$ cat src/rtl/cs_pkg.sv
package cs_pkg;
  // Widths of the run-length codes
  localparam int SET_CODE_W = 2;
  localparam int CLR_CODE_W = 1;

  // Longest run each code can request
  localparam int SET_MAX = 1 << SET_CODE_W;
  localparam int CLR_MAX = 1 << CLR_CODE_W;

  // Counter widths large enough to hold the saturated run
  localparam int SET_CNT_W = $clog2(SET_MAX + 1);
  localparam int CLR_CNT_W = $clog2(CLR_MAX + 1);

  typedef logic [SET_CNT_W-1:0] set_cnt_t;
  typedef logic [CLR_CNT_W-1:0] clr_cnt_t;
endpackage

$ cat src/rtl/cs_need_decode.sv
// Maps a run-length code to the required run: code + 1.
module cs_need_decode #(
  parameter int CODE_W = 2,
  parameter int NEED_W = 3
) (
  input  logic [CODE_W-1:0] code,
  output logic [NEED_W-1:0] need
);
  always_comb begin
    need = NEED_W'(code) + NEED_W'(1);
  end
endmodule

$ cat src/rtl/cs_run_counter.sv
// Saturating consecutive-sample counter with restart.
module cs_run_counter #(
  parameter int MAX_RUN = 4,
  parameter int CNT_W   = 3
) (
  input  logic             clk,
  input  logic             rst,
  input  logic             adv,
  input  logic             restart,
  output logic [CNT_W-1:0] cnt_q,
  output logic [CNT_W-1:0] cnt_nx
);
  localparam logic [CNT_W-1:0] LIMIT = CNT_W'(MAX_RUN);

  always_comb begin
    if (cnt_q >= LIMIT) cnt_nx = LIMIT;
    else                cnt_nx = cnt_q + CNT_W'(1);
  end

  always_ff @(posedge clk) begin
    if (rst)          cnt_q <= '0;
    else if (restart) cnt_q <= '0;
    else if (adv)     cnt_q <= cnt_nx;
  end

  AST_NO_OVERFLOW: assert property (@(posedge clk) disable iff (rst)
    cnt_q <= LIMIT);

  AST_RESTART_ZERO: assert property (@(posedge clk) disable iff (rst)
    restart |=> (cnt_q == '0));

  AST_IDLE_HOLD: assert property (@(posedge clk) disable iff (rst)
    (!adv && !restart) |=> $stable(cnt_q));
endmodule

$ cat src/rtl/cs_flag_ctrl.sv
// Decides the flag from the post-sample run counts and the required runs.
module cs_flag_ctrl #(
  parameter int SET_W = 3,
  parameter int CLR_W = 2
) (
  input  logic             clk,
  input  logic             rst,
  input  logic             smp_valid,
  input  logic             smp_above,
  input  logic [SET_W-1:0] set_run_nx,
  input  logic [SET_W-1:0] set_need,
  input  logic [CLR_W-1:0] clr_run_nx,
  input  logic [CLR_W-1:0] clr_need,
  output logic             flag_q
);
  logic hit_set;
  logic hit_clr;

  always_comb begin
    hit_set = smp_valid &&  smp_above && (set_run_nx >= set_need);
    hit_clr = smp_valid && !smp_above && (clr_run_nx >= clr_need);
  end

  always_ff @(posedge clk) begin
    if (rst)          flag_q <= 1'b0;
    else if (hit_set) flag_q <= 1'b1;
    else if (hit_clr) flag_q <= 1'b0;
  end

  AST_RISE_NEEDS_ABOVE: assert property (@(posedge clk) disable iff (rst)
    (!flag_q && !(smp_valid && smp_above)) |=> !flag_q);

  AST_FALL_NEEDS_BELOW: assert property (@(posedge clk) disable iff (rst)
    (flag_q && !(smp_valid && !smp_above)) |=> flag_q);

  AST_FLAG_IDLE: assert property (@(posedge clk) disable iff (rst)
    !smp_valid |=> $stable(flag_q));
endmodule

$ cat src/rtl/cs_hyst_filter.sv
module cs_hyst_filter
  import cs_pkg::*;
(
  input  logic                  clk,
  input  logic                  rst,
  input  logic                  smp_valid,
  input  logic                  smp_above,
  input  logic [SET_CODE_W-1:0] set_code,
  input  logic [CLR_CODE_W-1:0] clr_code,
  output logic                  carrier_flag
);
  set_cnt_t set_need, set_run_q, set_run_nx;
  clr_cnt_t clr_need, clr_run_q, clr_run_nx;
  logic     take_hi, take_lo;

  always_comb begin
    take_hi = smp_valid &&  smp_above;
    take_lo = smp_valid && !smp_above;
  end

  cs_need_decode #(.CODE_W(SET_CODE_W), .NEED_W(SET_CNT_W)) u_set_dec (
    .code(set_code), .need(set_need));

  cs_need_decode #(.CODE_W(CLR_CODE_W), .NEED_W(CLR_CNT_W)) u_clr_dec (
    .code(clr_code), .need(clr_need));

  cs_run_counter #(.MAX_RUN(SET_MAX), .CNT_W(SET_CNT_W)) u_set_run (
    .clk(clk), .rst(rst), .adv(take_hi), .restart(take_lo),
    .cnt_q(set_run_q), .cnt_nx(set_run_nx));

  cs_run_counter #(.MAX_RUN(CLR_MAX), .CNT_W(CLR_CNT_W)) u_clr_run (
    .clk(clk), .rst(rst), .adv(take_lo), .restart(take_hi),
    .cnt_q(clr_run_q), .cnt_nx(clr_run_nx));

  cs_flag_ctrl #(.SET_W(SET_CNT_W), .CLR_W(CLR_CNT_W)) u_flag (
    .clk(clk), .rst(rst), .smp_valid(smp_valid), .smp_above(smp_above),
    .set_run_nx(set_run_nx), .set_need(set_need),
    .clr_run_nx(clr_run_nx), .clr_need(clr_need),
    .flag_q(carrier_flag));

  AST_RESET_CLEAR: assert property (@(posedge clk)
    rst |=> (!carrier_flag && set_run_q == '0 && clr_run_q == '0));

  AST_RUNS_EXCLUSIVE: assert property (@(posedge clk) disable iff (rst)
    !(set_run_q != '0 && clr_run_q != '0));
endmodule

$ cat config.mk
export PLATFORM = sky130hd
export DESIGN_NAME = cs_hyst_filter
export DESIGN_NICKNAME = d
export VERILOG_FILES = /design/src/rtl/cs_pkg.sv /design/src/rtl/cs_need_decode.sv /design/src/rtl/cs_run_counter.sv /design/src/rtl/cs_flag_ctrl.sv /design/src/rtl/cs_hyst_filter.sv
export SDC_FILE = /design/constraint.sdc
export NUM_CORES = 1
export LEC_CHECK = 0
export BUFFER_PORTS_ARGS = -buffer_cell sky130_fd_sc_hd__buf_2
export CORE_AREA = 4 4 41 43
export DETAILED_ROUTE_END_ITERATION = 6
export DIE_AREA = 0 0 45 47
export PLACE_DENSITY = 0.48
export REMOVE_ABC_BUFFERS = 1
export SETUP_SLACK_MARGIN = 0.4
export SYNTH_ARGS = -nofsm -noshare
export SYNTH_HDL_FRONTEND = slang
export SYNTH_SLANG_ARGS = --single-unit
$ cat constraint.sdc
create_clock -name clk -period 2.1 [get_ports clk]
set_input_delay 0.42 -clock clk [delete_from_list [all_inputs] [get_ports clk]]
set_output_delay 0.42 -clock clk [all_outputs]
set_load 0.01 [all_outputs]
* Yosys cells after proc, flatten, opt, wreduce, memory -nomap -nowiden
Index checks and enable logic that the tools add are counted.
Storage, ports and cells: bits in registers 6, latch bits 0, memory bits (writable) 0, ROM bits 0, input bits 7, output and inout port bits 1, logic and storage cells 23, memories kept 0
Operators by class: add/subtract/negate cells 4, $mul 0, div/mod/pow operators 0, $lt $le $gt $ge 4, equal/unequal tests 0, shift operators 0, muxes and demuxes 4, bitwise operators 0, reductions and logical operators 8
Operator list (count):
- 1-bit logical AND | 4
- 2-bit OR reduction | 2
- 2-bit by 1-bit adder with 3-bit output, second input constant | 1
- 3-bit by 1-bit adder with 3-bit output, second input constant | 1
- 3-bit greater-or-equal comparator | 1
- 3-bit greater-or-equal comparator, second input constant | 1
- 3-bit 2-to-1 mux | 1
- 1-bit by 1-bit adder with 2-bit output, second input constant | 1
- 2-bit by 1-bit adder with 2-bit output, second input constant | 1
- 2-bit greater-or-equal comparator | 1
- 2-bit greater-or-equal comparator, second input constant | 1
- 1-bit 2-to-1 mux | 2
- 2-bit 2-to-1 mux | 1
- 2-bit nonzero test | 1
- 1-bit logical NOT | 1

* Longest topological paths before layout
Gate-level depths: netlist of the first run.
depth in word-level cells 6, mapped depth 7, gate-level depth less buffers 7

* Cells and area by module
From an unflattened synthesis of the first run, not the netlist that was laid out.
Second synthesis, totals: cell total of the unflattened synthesis 52, area, all modules 457.9 µm²
Modules (own cells, without submodules):
- cs_run_counter (u_set_run) | times used 1, cells each 18, area an instance 167.7 µm², seq. area each 60.1 µm²
- cs_flag_ctrl | times used 1, cells each 19, area an instance 161.4 µm², seq. area each 20.0 µm²
- cs_run_counter (u_clr_run) | times used 1, cells each 9, area an instance 85.1 µm², seq. area each 40.0 µm²
- cs_hyst_filter | times used 1, cells each 2, area an instance 16.3 µm², seq. area each 0.0 µm²
- cs_need_decode (u_set_dec) | times used 1, cells each 2, area an instance 16.3 µm², seq. area each 0.0 µm²
- cs_need_decode (u_clr_dec) | times used 1, cells each 2, area an instance 11.3 µm², seq. area each 0.0 µm²

* Worst setup path before layout of the first run
Ideal clock, no wire load.
path kind register to register, start reg u_set_run.cnt_q[0], end reg u_flag.flag_q, setup time 0.131 ns, arrival 1.414 ns, data required time 1.969 ns, slack 0.555 ns, stages on the path, launching flop included 7, path buffers 0, period minus slack after synthesis 1.545 ns, cells stage by stage dfxtp_1 -> ha_1 -> or2_2 -> ha_1 -> a21o_1 -> a31oi_1 -> o31ai_1
On the way: longest elaborated chain between the ends 5, elaborated cells on any way between the ends 7, classes of those cells 1 x add/sub; 2 x order compare; 2 x mux; 2 x reduce/logical
Ends and longest elaborated chain:
- start: declaration | RTL line cs_run_counter.sv:10 | output logic [CNT_W-1:0] cnt_q,
- start signal: assignment | RTL line cs_run_counter.sv:23 | else if (adv) cnt_q <= cnt_nx;
- 3-bit by 1-bit adder with 3-bit output / 3-bit greater-or-equal comparator (equally long branches) | RTL line cs_run_counter.sv:17, cs_run_counter.sv:16
- 3-bit 2-to-1 mux (*) | RTL line cs_run_counter.sv:16 | if (cnt_q >= LIMIT) cnt_nx = LIMIT;
- named net set_run_nx[2] | RTL line cs_hyst_filter.sv:12 | set_cnt_t set_need, set_run_q, set_run_nx;
- 3-bit greater-or-equal comparator (*) | RTL line cs_flag_ctrl.sv:20 | hit_set = smp_valid && smp_above && (set_run_nx >= set_need);
- 1-bit logical AND (*) | RTL line cs_flag_ctrl.sv:20
- 1-bit 2-to-1 mux / 2-bit nonzero test (equally long branches)
- end signal: assignment | RTL line cs_flag_ctrl.sv:25 | if (rst) flag_q <= 1'b0;
- end signal: assignment | RTL line cs_flag_ctrl.sv:26 | else if (hit_set) flag_q <= 1'b1;
- end signal: assignment | RTL line cs_flag_ctrl.sv:27 | else if (hit_clr) flag_q <= 1'b0;
- end: declaration | RTL line cs_flag_ctrl.sv:14 | output logic flag_q
The timed path passes the listed nets; every way through them passes the cells marked *. A chain may end at the register's enable or synchronous reset.

* Final worst setup path of the first run
Same ends and word-level chain as after synthesis.

==> results.py, run 1 <==
metrics = {
    "logic_synthesis": {
        "syn_area_sq_um": 372,
        "synth_ff_type": "dfxtp_1",
        "synth_mux_area_frac": 0,
        "async_reset_ff_frac": 0,
        "synth_xor_area_frac": 0,
        "synth_top_family_by_area": "adder cells",
        "synth-edff-count": 0,
        "synth_compound_area_frac": 0.185,
        "synth_area_per_cell_sq_um": 8.64,
        "synth_seq_cells": 6,
        "synthAdderAreaFrac": 0.236,
        "synth-simple-area-share": 0.185,
        "yosysSeqAreaShare": 0.323,
        "ys_types": 21,
        "netlist_instances": 43,
        "yosys_warnings": 0,
    },
    "die": {
        "die-area_sq_um": 2120,
        "start_util": 0.286,
        "die_x_microns": 45,
        "num_rows": 13,
        "ios": 8,
        "die_h_microns": 47,
        "core_area_sq_um": 1300,
    },
    "clocking": {
        "clk-insertion-delay-late_ns": 0.24,
        "clkSinkCount": 6,
        "root_buffer": "clkbuf_4",
        "clockBufferDepth": 2,
        "cts_buffers": 3,
        "post-cts-setup-buffers": 0,
        "clk_pin_slew_ns": 0.05,
        "cts_tree": "done",
        "cts_max_level": 1,
    },
    "detailed_routing": {
        "firstDrtPassIters": 1,
        "ant_nets": 0,
        "routed_wirelength_microns": 694,
        "vias_per_cell": 4.57,
        "wl_per_cell_microns": 10.2,
        "drc": 0,
        "num_vias": 311,
        "drt_iter0_drc": 0,
    },
    "setup_path": {
        "crit_chain": "ha_1, or2_2, ha_4, a21o_1, a31oi_1, o31ai_1",
        "rr_worst_depth": 6,
        "path_buf_inv": 0,
        "cp_max_fo": 4,
        "crit_required_ns": 2.22,
        "path_delay_family": "adder cells",
        "cp_num_cells": 6,
        "critPathSlowestCell": "dfxtp_2",
        "critPathKind": "register to register",
        "cpPeakStageDelay_ns": 0.32,
        "cp.arrival_ns": 1.71,
        "critPathLaunchType": "register",
        "endpoint_kind": "register",
    },
    "grt": {
        "antenna_found_initial": 0,
        "globalRouteOverflowTotal": 0,
        "grt_pass1_vias": 328,
        "track_usage": 0.0798,
        "grt_max_degree": 8,
        "grt_pass1_wl_microns": 1230,
    },
    "finish": {
        "nets": 69,
        "area_growth_pct": 24.6,
        "insertedDiodeCount": 0,
        "nFillCells": 148,
        "drive_gt1_frac": 0.321,
        "finalInstanceArea_sq_um": 463,
        "multi_input_area_sq_um": 238,
        "instances_no_fill": 68,
        "seqCellArea_sq_um": 123,
    },
    "sta": {
        "fin_skew_ns": 0.00464,
        "finalMaxSlewViolations": 0,
        "rsz0062_at_grt": "false",
        "fin_crit_ns": 1.59,
        "whs_ns": 0.434,
        "finalSetupTns_ns": 0,
        "post-route-period-util": 0.759,
        "fmax_mhz": 627,
        "hold_viol": 0,
        "setup_viol": 0,
        "slew_headroom": 0.844,
        "tightest_slew_ns": 0.230,
    },
    "run_status": {
        "status": "completed",
    },
    "hold_path": {
        "hp-class": "primary input to register",
        "hold_depth": 2,
    },
    "place": {
        "dpl_cell_area_sq_um": 425,
        "dp.cells": 65,
        "io_buffers": 7,
        "gp_congestion": 0.692,
        "dp_hpwl_microns": 552,
    },
    "power_and_ir_drop": {
        "p_sw_frac": 0.245,
        "p_per_area_nw_per_um2": 580,
        "seqPwrFrac": 0.455,
        "p_switching_mw": 0.0657,
        "internal_power_mw": 0.203,
        "p_comb_frac": 0.156,
        "power_leakage_nw": 0.226,
        "ir_drop_mv": 0.200,
        "power_frac_clock": 0.390,
    },
    "job": {
        "maxCapViolations": 0,
    },
}
==> registers in the layout, summed over array words and instances (netlist names) <==
name and cells:
u_flag.flag_q 1, u_set_run.cnt_q 3, u_clr_run.cnt_q 2
==> cell families (layout without fill, tap and decap cells) <==
logic type / Yosys count / in the layout
and+or+nand+nor: 13 / 13
AOI/OAI and AO/OA: 10 / 10
adders and majority gates: 7 / 7
buffers and inverters: 7 / 17
DFF: 6 / 6
==> through the flow <==
step	worst slack, ns	total power, mW	utilization
after floorplan	0.555	0.148	-
after global placement	0.443	0.164	0.327
after detailed placement	0.436	0.165	0.327
after CTS	0.434	0.275	0.344
after global routing	0.420	0.286	0.356
final	0.506	0.269	0.356
==> repair_timing <==
item,in CTS,in global routing
hold buffers,0,0
setup endpoints to repair,0,1
resized for setup,0,3
==> synthesized netlist by cell type (2+ instances only) <==
| master | count | area share |
|---|---|---|
| ha_1 | 7 | 0.24 |
| dfxtp_1 | 6 | 0.32 |
| inv_1 | 6 | 0.061 |
| a21oi_1 | 3 | 0.040 |
| nand2_1 | 3 | 0.030 |
| nor2_1 | 2 | 0.020 |
| or2_1 | 2 | 0.034 |
==> power by group through the flow <==
stage | combinational, mW | sequential, mW | clock (mW)
2_1_floorplan | 0.0234 | 0.124 | 0
3_3_place_gp | 0.0401 | 0.124 | 0
3_5_place_dp | 0.0415 | 0.124 | 0
4_1_cts | 0.0416 | 0.122 | 0.111
5_1_grt | 0.0496 | 0.122 | 0.114
6_report | 0.0418 | 0.122 | 0.105
==> area by class of cell <==
| type | instances | share of cell area |
|---|---|---|
| Clock buffer | 3 | 0.0486 |
| Inverter | 7 | 0.0568 |
| Sequential cell | 6 | 0.265 |
| Multi-Input combinational cell | 30 | 0.514 |
| Tap cell | 15 | 0.0405 |
| Timing Repair Buffer | 7 | 0.0757 |
==> layer usage <==
layer  vias to the layer above  wire [microns]  track usage  share of wire
met5                         -               0            0              0
met4                         0               6       0.0702         0.0086
met3                         2              36       0.0115          0.052
met2                         6             305        0.116           0.44
met1                       137             346        0.103           0.50
li1                        166               -            -              -
==> worst reg2reg max path, stage by stage, from the launching register on <==
cell and delay [ns]:
dfxtp_2 0.32, ha_1 0.21, or2_2 0.30, ha_4 0.25, a21o_1 0.15, a31oi_1 0.16
o31ai_1 0.08
==> layout by cell type (no fill, tap or decap), types with 2 or more instances in the layout <==
cell / Yosys / routed
a21oi_1: 3 / 3
buf_2: 0 / 7
clkbuf_4: 0 / 3
dfxtp_1: 6 / 4
dfxtp_2: 0 / 2
ha_1: 7 / 6
inv_1: 6 / 6
nand2_1: 3 / 3
nor2_1: 2 / 2
or2_1: 2 / 2
==> final timing paths <==
| kind | from | end | slack (ns) |
|---|---|---|---|
| max | u_set_run.cnt_q[0] | u_flag.flag_q | 0.51 |
| min | smp_above | u_clr_run.cnt_q[1] | 0.43 |
| max reg2reg | u_set_run.cnt_q[0] | u_flag.flag_q | 0.51 |
| min reg2reg | u_set_run.cnt_q[1] | u_set_run.cnt_q[1] | 0.48 |
(Power assumes the default switching activity.)
==> run 2, diff against run 1 <==
Settings changed: ABC_AREA set to 1, PLACE_DENSITY 0.48 to 0.5.
Clock period 2.1 ns to 1.6 ns, I/O delays scaled along.
==> results.py, run 2 <==
metrics = {
    "run_status": {
        "status": "completed",
    },
    "die": {
        "die_x_microns": 45,
        "core_area_sq_um": 1300,
        "start_util": 0.298,
        "ios": 8,
        "num_rows": 13,
        "die-area_sq_um": 2120,
        "die_h_microns": 47,
    },
    "logic_synthesis": {
        "synth_ff_type": "dfxtp_1",
        "yosysSeqAreaShare": 0.310,
        "synth_seq_cells": 6,
        "yosysTopAreaCell": "dfxtp_1",
        "synth_top_area_frac": 0.310,
        "synth-edff-count": 0,
        "synth.most_common_cell": "inv_1",
        "yosys_warnings": 0,
        "syn_area_sq_um": 388,
        "synthTopCellsByArea": "dfxtp_1 31%, ha_1 23%, inv_1 9.7%",
        "synth_common_cells": "10 x inv_1, 9 x nand2_1, 7 x ha_1",
        "synth_area_per_cell_sq_um": 7.61,
        "netlist_instances": 51,
        "async_reset_ff_frac": 0,
        "ys_types": 14,
    },
    "power_and_ir_drop": {
        "p_per_area_nw_per_um2": 752,
        "p_comb_frac": 0.250,
        "internal_power_mw": 0.291,
        "power_frac_clock": 0.344,
        "p_switching_mw": 0.111,
        "power_leakage_nw": 0.262,
        "seqPwrFrac": 0.407,
        "p_total_mw": 0.402,
        "ir_drop_mv": 0.327,
        "p_sw_frac": 0.277,
    },
    "sta": {
        "setup_viol": 0,
        "tightest_slew_ns": 0.183,
        "fmax_mhz": 691,
        "finalSetupTns_ns": 0,
        "fin_skew_ns": 0.00102,
        "fin_crit_ns": 1.45,
        "finalMaxSlewViolations": 0,
        "final.setup.worst_slack_ns": 0.153,
        "post-route-period-util": 0.904,
        "rsz0062_at_grt": "true",
        "hold_viol": 0,
        "whs_ns": 0.247,
        "slew_headroom": 0.878,
    },
    "finish": {
        "largest_register_ffs": 3,
        "fin_util": 0.412,
        "drive_gt1_frac": 0.460,
        "finalInstanceArea_sq_um": 536,
        "instances_no_fill": 78,
        "most-common-layout-cells": "9 x nand2_1, 7 x inv_1, 7 x buf_2, 5 x nor2_1",
        "largest-register": "u_set_run.cnt_q",
        "nets": 79,
        "insertedDiodeCount": 0,
        "final_common_cell": "nand2_1",
        "area_growth_pct": 38.1,
        "top_regs": "u_set_run.cnt_q: 3 flops, u_clr_run.cnt_q: 2 flops, u_flag.flag_q: 1 flops",
    },
    "detailed_routing": {
        "wl_per_cell_microns": 9.12,
        "ant_nets": 0,
        "firstDrtPassIters": 4,
        "vias_per_cell": 4.28,
        "num_vias": 334,
        "drc": 0,
        "drt_iter0_drc": 4,
        "routed_wirelength_microns": 711,
    },
    "job": {
        "maxCapViolations": 0,
    },
    "clocking": {
        "cts_tree": "done",
        "cts_buffers": 3,
        "clk_pin_slew_ns": 0.04,
        "clkSinkCount": 6,
        "root_buffer": "clkbuf_4",
        "cts.hold.buffers_added": 0,
        "clk-insertion-delay-late_ns": 0.24,
        "clockBufferDepth": 2,
        "cts_max_level": 1,
    },
    "place": {
        "dp_slack_ns": 0.0542,
        "dp_hpwl_microns": 553,
        "dpl_cell_area_sq_um": 442,
        "io_buffers": 7,
        "gp_congestion": 0.625,
        "dp.cells": 73,
    },
    "grt": {
        "antenna_found_initial": 0,
        "track_usage": 0.0824,
        "grt_max_degree": 7,
        "grt_pass1_vias": 318,
        "grt_pass1_wl_microns": 1170,
        "globalRouteOverflowTotal": 0,
    },
    "setup_path": {
        "cp.arrival_ns": 1.58,
        "critPathLaunchType": "register",
        "cp_max_fo": 3,
        "crit_required_ns": 1.73,
        "critPathKind": "register to register",
        "endpoint_kind": "register",
    },
    "hold_path": {
        "hp-class": "primary input to register",
    },
}
run 2: kinds of logic (layout without fill, tap and decap cells):
| family | Yosys count | in the layout | synth area share |
|---|---|---|---|
| simple gates | 19 | 19 | 0.206 |
| compound gates | 8 | 8 | 0.152 |
| fa+ha+maj | 7 | 7 | 0.226 |
| buf+inv | 11 | 23 | 0.106 |
| flops | 6 | 6 | 0.310 |
run 2: metal layers:
metal	part of all wire	vias up	GRT usage
met5	0	-	0
met4	0.011	0	0.105
met3	0.053	2	0.0230
met2	0.48	6	0.124
met1	0.45	145	0.0826
li1	-	181	-
run 2: worst paths after layout:
check                       endpoint  slack (ns)  depth (start not counted)          startpoint
hold / removal         u_flag.flag_q        0.25                          2                 rst
setup reg to reg       u_flag.flag_q        0.15                         11  u_set_run.cnt_q[0]
setup / recovery       u_flag.flag_q        0.15                         11  u_set_run.cnt_q[0]
hold reg to reg   u_clr_run.cnt_q[1]        0.47                          2  u_clr_run.cnt_q[1]
run 2: final cells by class:
class | instances | area [sq um]
Multi-Input combinational cell | 34 | 280
Timing Repair Buffer | 9 | 50.0
Inverter | 11 | 41.3
Fill cell | 141 | 766
Sequential cell | 6 | 123
Clock buffer | 3 | 22.5
Tap cell | 15 | 18.8
run 2: what timing repair did:
| action | in CTS | in global routing |
|---|---|---|
| pin swaps | 1 | 6 |
| gates resized for setup | 5 | 8 |
| endpoints found under the setup margin | 1 | 1 |
| buffers inserted | 1 | 1 |
run 2: power groups by stage:
stage               Clock [mW]  Sequential (mW)  Combinational (mW)
global route             0.155            0.165               0.117
detailed placement           0            0.165              0.0753
floorplan                    0            0.165              0.0511
CTS                      0.148            0.163              0.0841
global placement             0            0.165              0.0750
finish                   0.138            0.164               0.100
run 2: worst max-delay path: stages, from the launching register on:
cell	delay [ns]
dfxtp_2	0.34
inv_2	0.05
ha_4	0.25
inv_2	0.03
nor2_4	0.13
ha_4	0.21
nand2_1	0.06
inv_1	0.03
nand2_1	0.04
nand2_1	0.04
nand2_1	0.09
a21oi_2	0.06
==> run 3, diff against run 2 <==
Settings changed: REMOVE_ABC_BUFFERS 1 to unset.
==> results.py, run 3 (same netlist as run 2, synthesis figures left out) <==
metrics = {
    "run_status": {
        "status": "completed",
    },
    "die": {
        "die_h_microns": 47,
        "die-area_sq_um": 2120,
        "die_x_microns": 45,
        "start_util": 0.298,
        "ios": 8,
        "core_area_sq_um": 1300,
        "num_rows": 13,
    },
    "detailed_routing": {
        "drt_iter0_drc": 1,
        "vias_per_cell": 4.48,
        "wl_per_cell_microns": 9.38,
        "num_vias": 358,
        "firstDrtPassIters": 2,
        "drc": 0,
        "routed_wirelength_microns": 750,
        "ant_nets": 0,
    },
    "sta": {
        "fmax_mhz": 698,
        "setup_viol": 0,
        "hold_viol": 0,
        "final.setup.worst_slack_ns": 0.168,
        "fin_skew_ns": 0.00545,
        "post-route-period-util": 0.895,
        "tightest_slew_ns": 0.180,
        "finalMaxSlewViolations": 0,
        "fin_crit_ns": 1.43,
        "rsz0062_at_grt": "true",
        "slew_headroom": 0.880,
        "finalSetupTns_ns": 0,
    },
    "clocking": {
        "clk_pin_slew_ns": 0.05,
        "cts_max_level": 1,
        "clk-insertion-delay-late_ns": 0.24,
        "root_buffer": "clkbuf_4",
        "clkSinkCount": 6,
        "clockBufferDepth": 2,
        "cts_buffers": 3,
        "cts_tree": "done",
        "cts.hold.buffers_added": 0,
    },
    "finish": {
        "final_common_cell": "nand2_1",
        "most-common-layout-cells": "9 x nand2_1, 7 x inv_1, 7 x buf_2, 5 x nor2_1",
        "area_growth_pct": 45.8,
        "largest-register": "u_set_run.cnt_q",
        "nets": 81,
        "insertedDiodeCount": 0,
        "drive_gt1_frac": 0.477,
        "largest_register_ffs": 3,
        "top_regs": "u_set_run.cnt_q: 3 flops, u_clr_run.cnt_q: 2 flops, u_flag.flag_q: 1 flops",
        "fin_util": 0.435,
    },
    "place": {
        "dp_hpwl_microns": 585,
        "io_buffers": 7,
        "gp_congestion": 0.679,
        "dp_slack_ns": 0.0951,
    },
    "power_and_ir_drop": {
        "power_frac_clock": 0.336,
        "p_per_area_nw_per_um2": 731,
        "p_comb_frac": 0.266,
        "power_leakage_nw": 0.274,
        "p_switching_mw": 0.116,
        "p_sw_frac": 0.281,
        "internal_power_mw": 0.297,
        "ir_drop_mv": 0.388,
        "seqPwrFrac": 0.398,
    },
    "setup_path": {
        "path_delay_family": "adder cells",
        "cpMostUsedCell": "nand2_1",
        "cp.arrival_ns": 1.56,
        "path_buf_inv": 3,
        "cpPeakStageDelay_ns": 0.37,
        "cp_max_fo": 4,
        "critPathSlowestCell": "dfxtp_4",
        "critPathLaunchType": "register",
        "cp_num_cells": 11,
        "crit_required_ns": 1.73,
        "endpoint_kind": "register",
        "crit_chain": "inv_2, ha_4, inv_4, nor2_4, ha_4, nand2_1, inv_1, nand2_1, nand2_1, nand2_1, a21oi_2",
        "critPathKind": "register to register",
        "rr_worst_depth": 11,
    },
    "hold_path": {
        "hold_depth": 2,
        "hp-class": "primary input to register",
    },
    "grt": {
        "grt_pass1_vias": 350,
        "globalRouteOverflowTotal": 0,
        "antenna_found_initial": 0,
        "grt_max_degree": 7,
        "grt_pass1_wl_microns": 1390,
        "track_usage": 0.0931,
    },
    "logic_synthesis": {
        "syn-num-nets": 65,
    },
    "job": {
        "maxCapViolations": 0,
    },
}
run 3: metal layers:
layer	vias up	track usage	wire (microns)
met1	162	0.0975	313
met4	0	0.0702	10
met3	2	0.0268	38
met5	-	0	0
met2	5	0.158	387
li1	189	-	-
run 3: repair_timing:
item	CTS	global route
cloned	0	0
endpoints found under the setup margin	1	2
gates resized for setup	8	5
setup buffers	3	1
pin swaps	4	3
run 3: area by class of cell:
cell class / count / area, sq um
Timing Repair Buffer: 11 / 65.1
Inverter: 11 / 43.8
Multi-Input combinational cell: 34 / 290
Tap cell: 15 / 18.8
Fill cell: 149 / 736
Clock buffer: 3 / 22.5
Sequential cell: 6 / 125
run 3: path summary, 6_finish.rpt:
check,endpoint,slack (ns),from
setup / recovery,u_flag.flag_q,0.17,u_set_run.cnt_q[0]
hold / removal,u_flag.flag_q,0.25,rst
setup reg to reg,u_flag.flag_q,0.17,u_set_run.cnt_q[0]
hold reg to reg,u_clr_run.cnt_q[1],0.47,u_clr_run.cnt_q[1]
run 3: power by group through the flow:
stage               clock, mW  combinational, mW  sequential [mW]
floorplan                   0             0.0536            0.166
global placement            0             0.0764            0.166
detailed placement          0             0.0775            0.166
CTS                     0.149             0.0985            0.164
global route            0.165              0.128            0.165
finish                  0.139              0.110            0.165
run 3: through the flow:
step / area, sq um / power (mW) / instances / hold slack, ns
finish: 566 / 0.413 / 80 / 0.253
CTS: 526 / 0.411 / 79 / 0.243
global placement: 458 / 0.242 / 73 / 0.460
global route: 566 / 0.458 / 80 / 0.252
detailed placement: 458 / 0.243 / 73 / 0.465
floorplan: 404 / 0.219 / 51 / 0.382
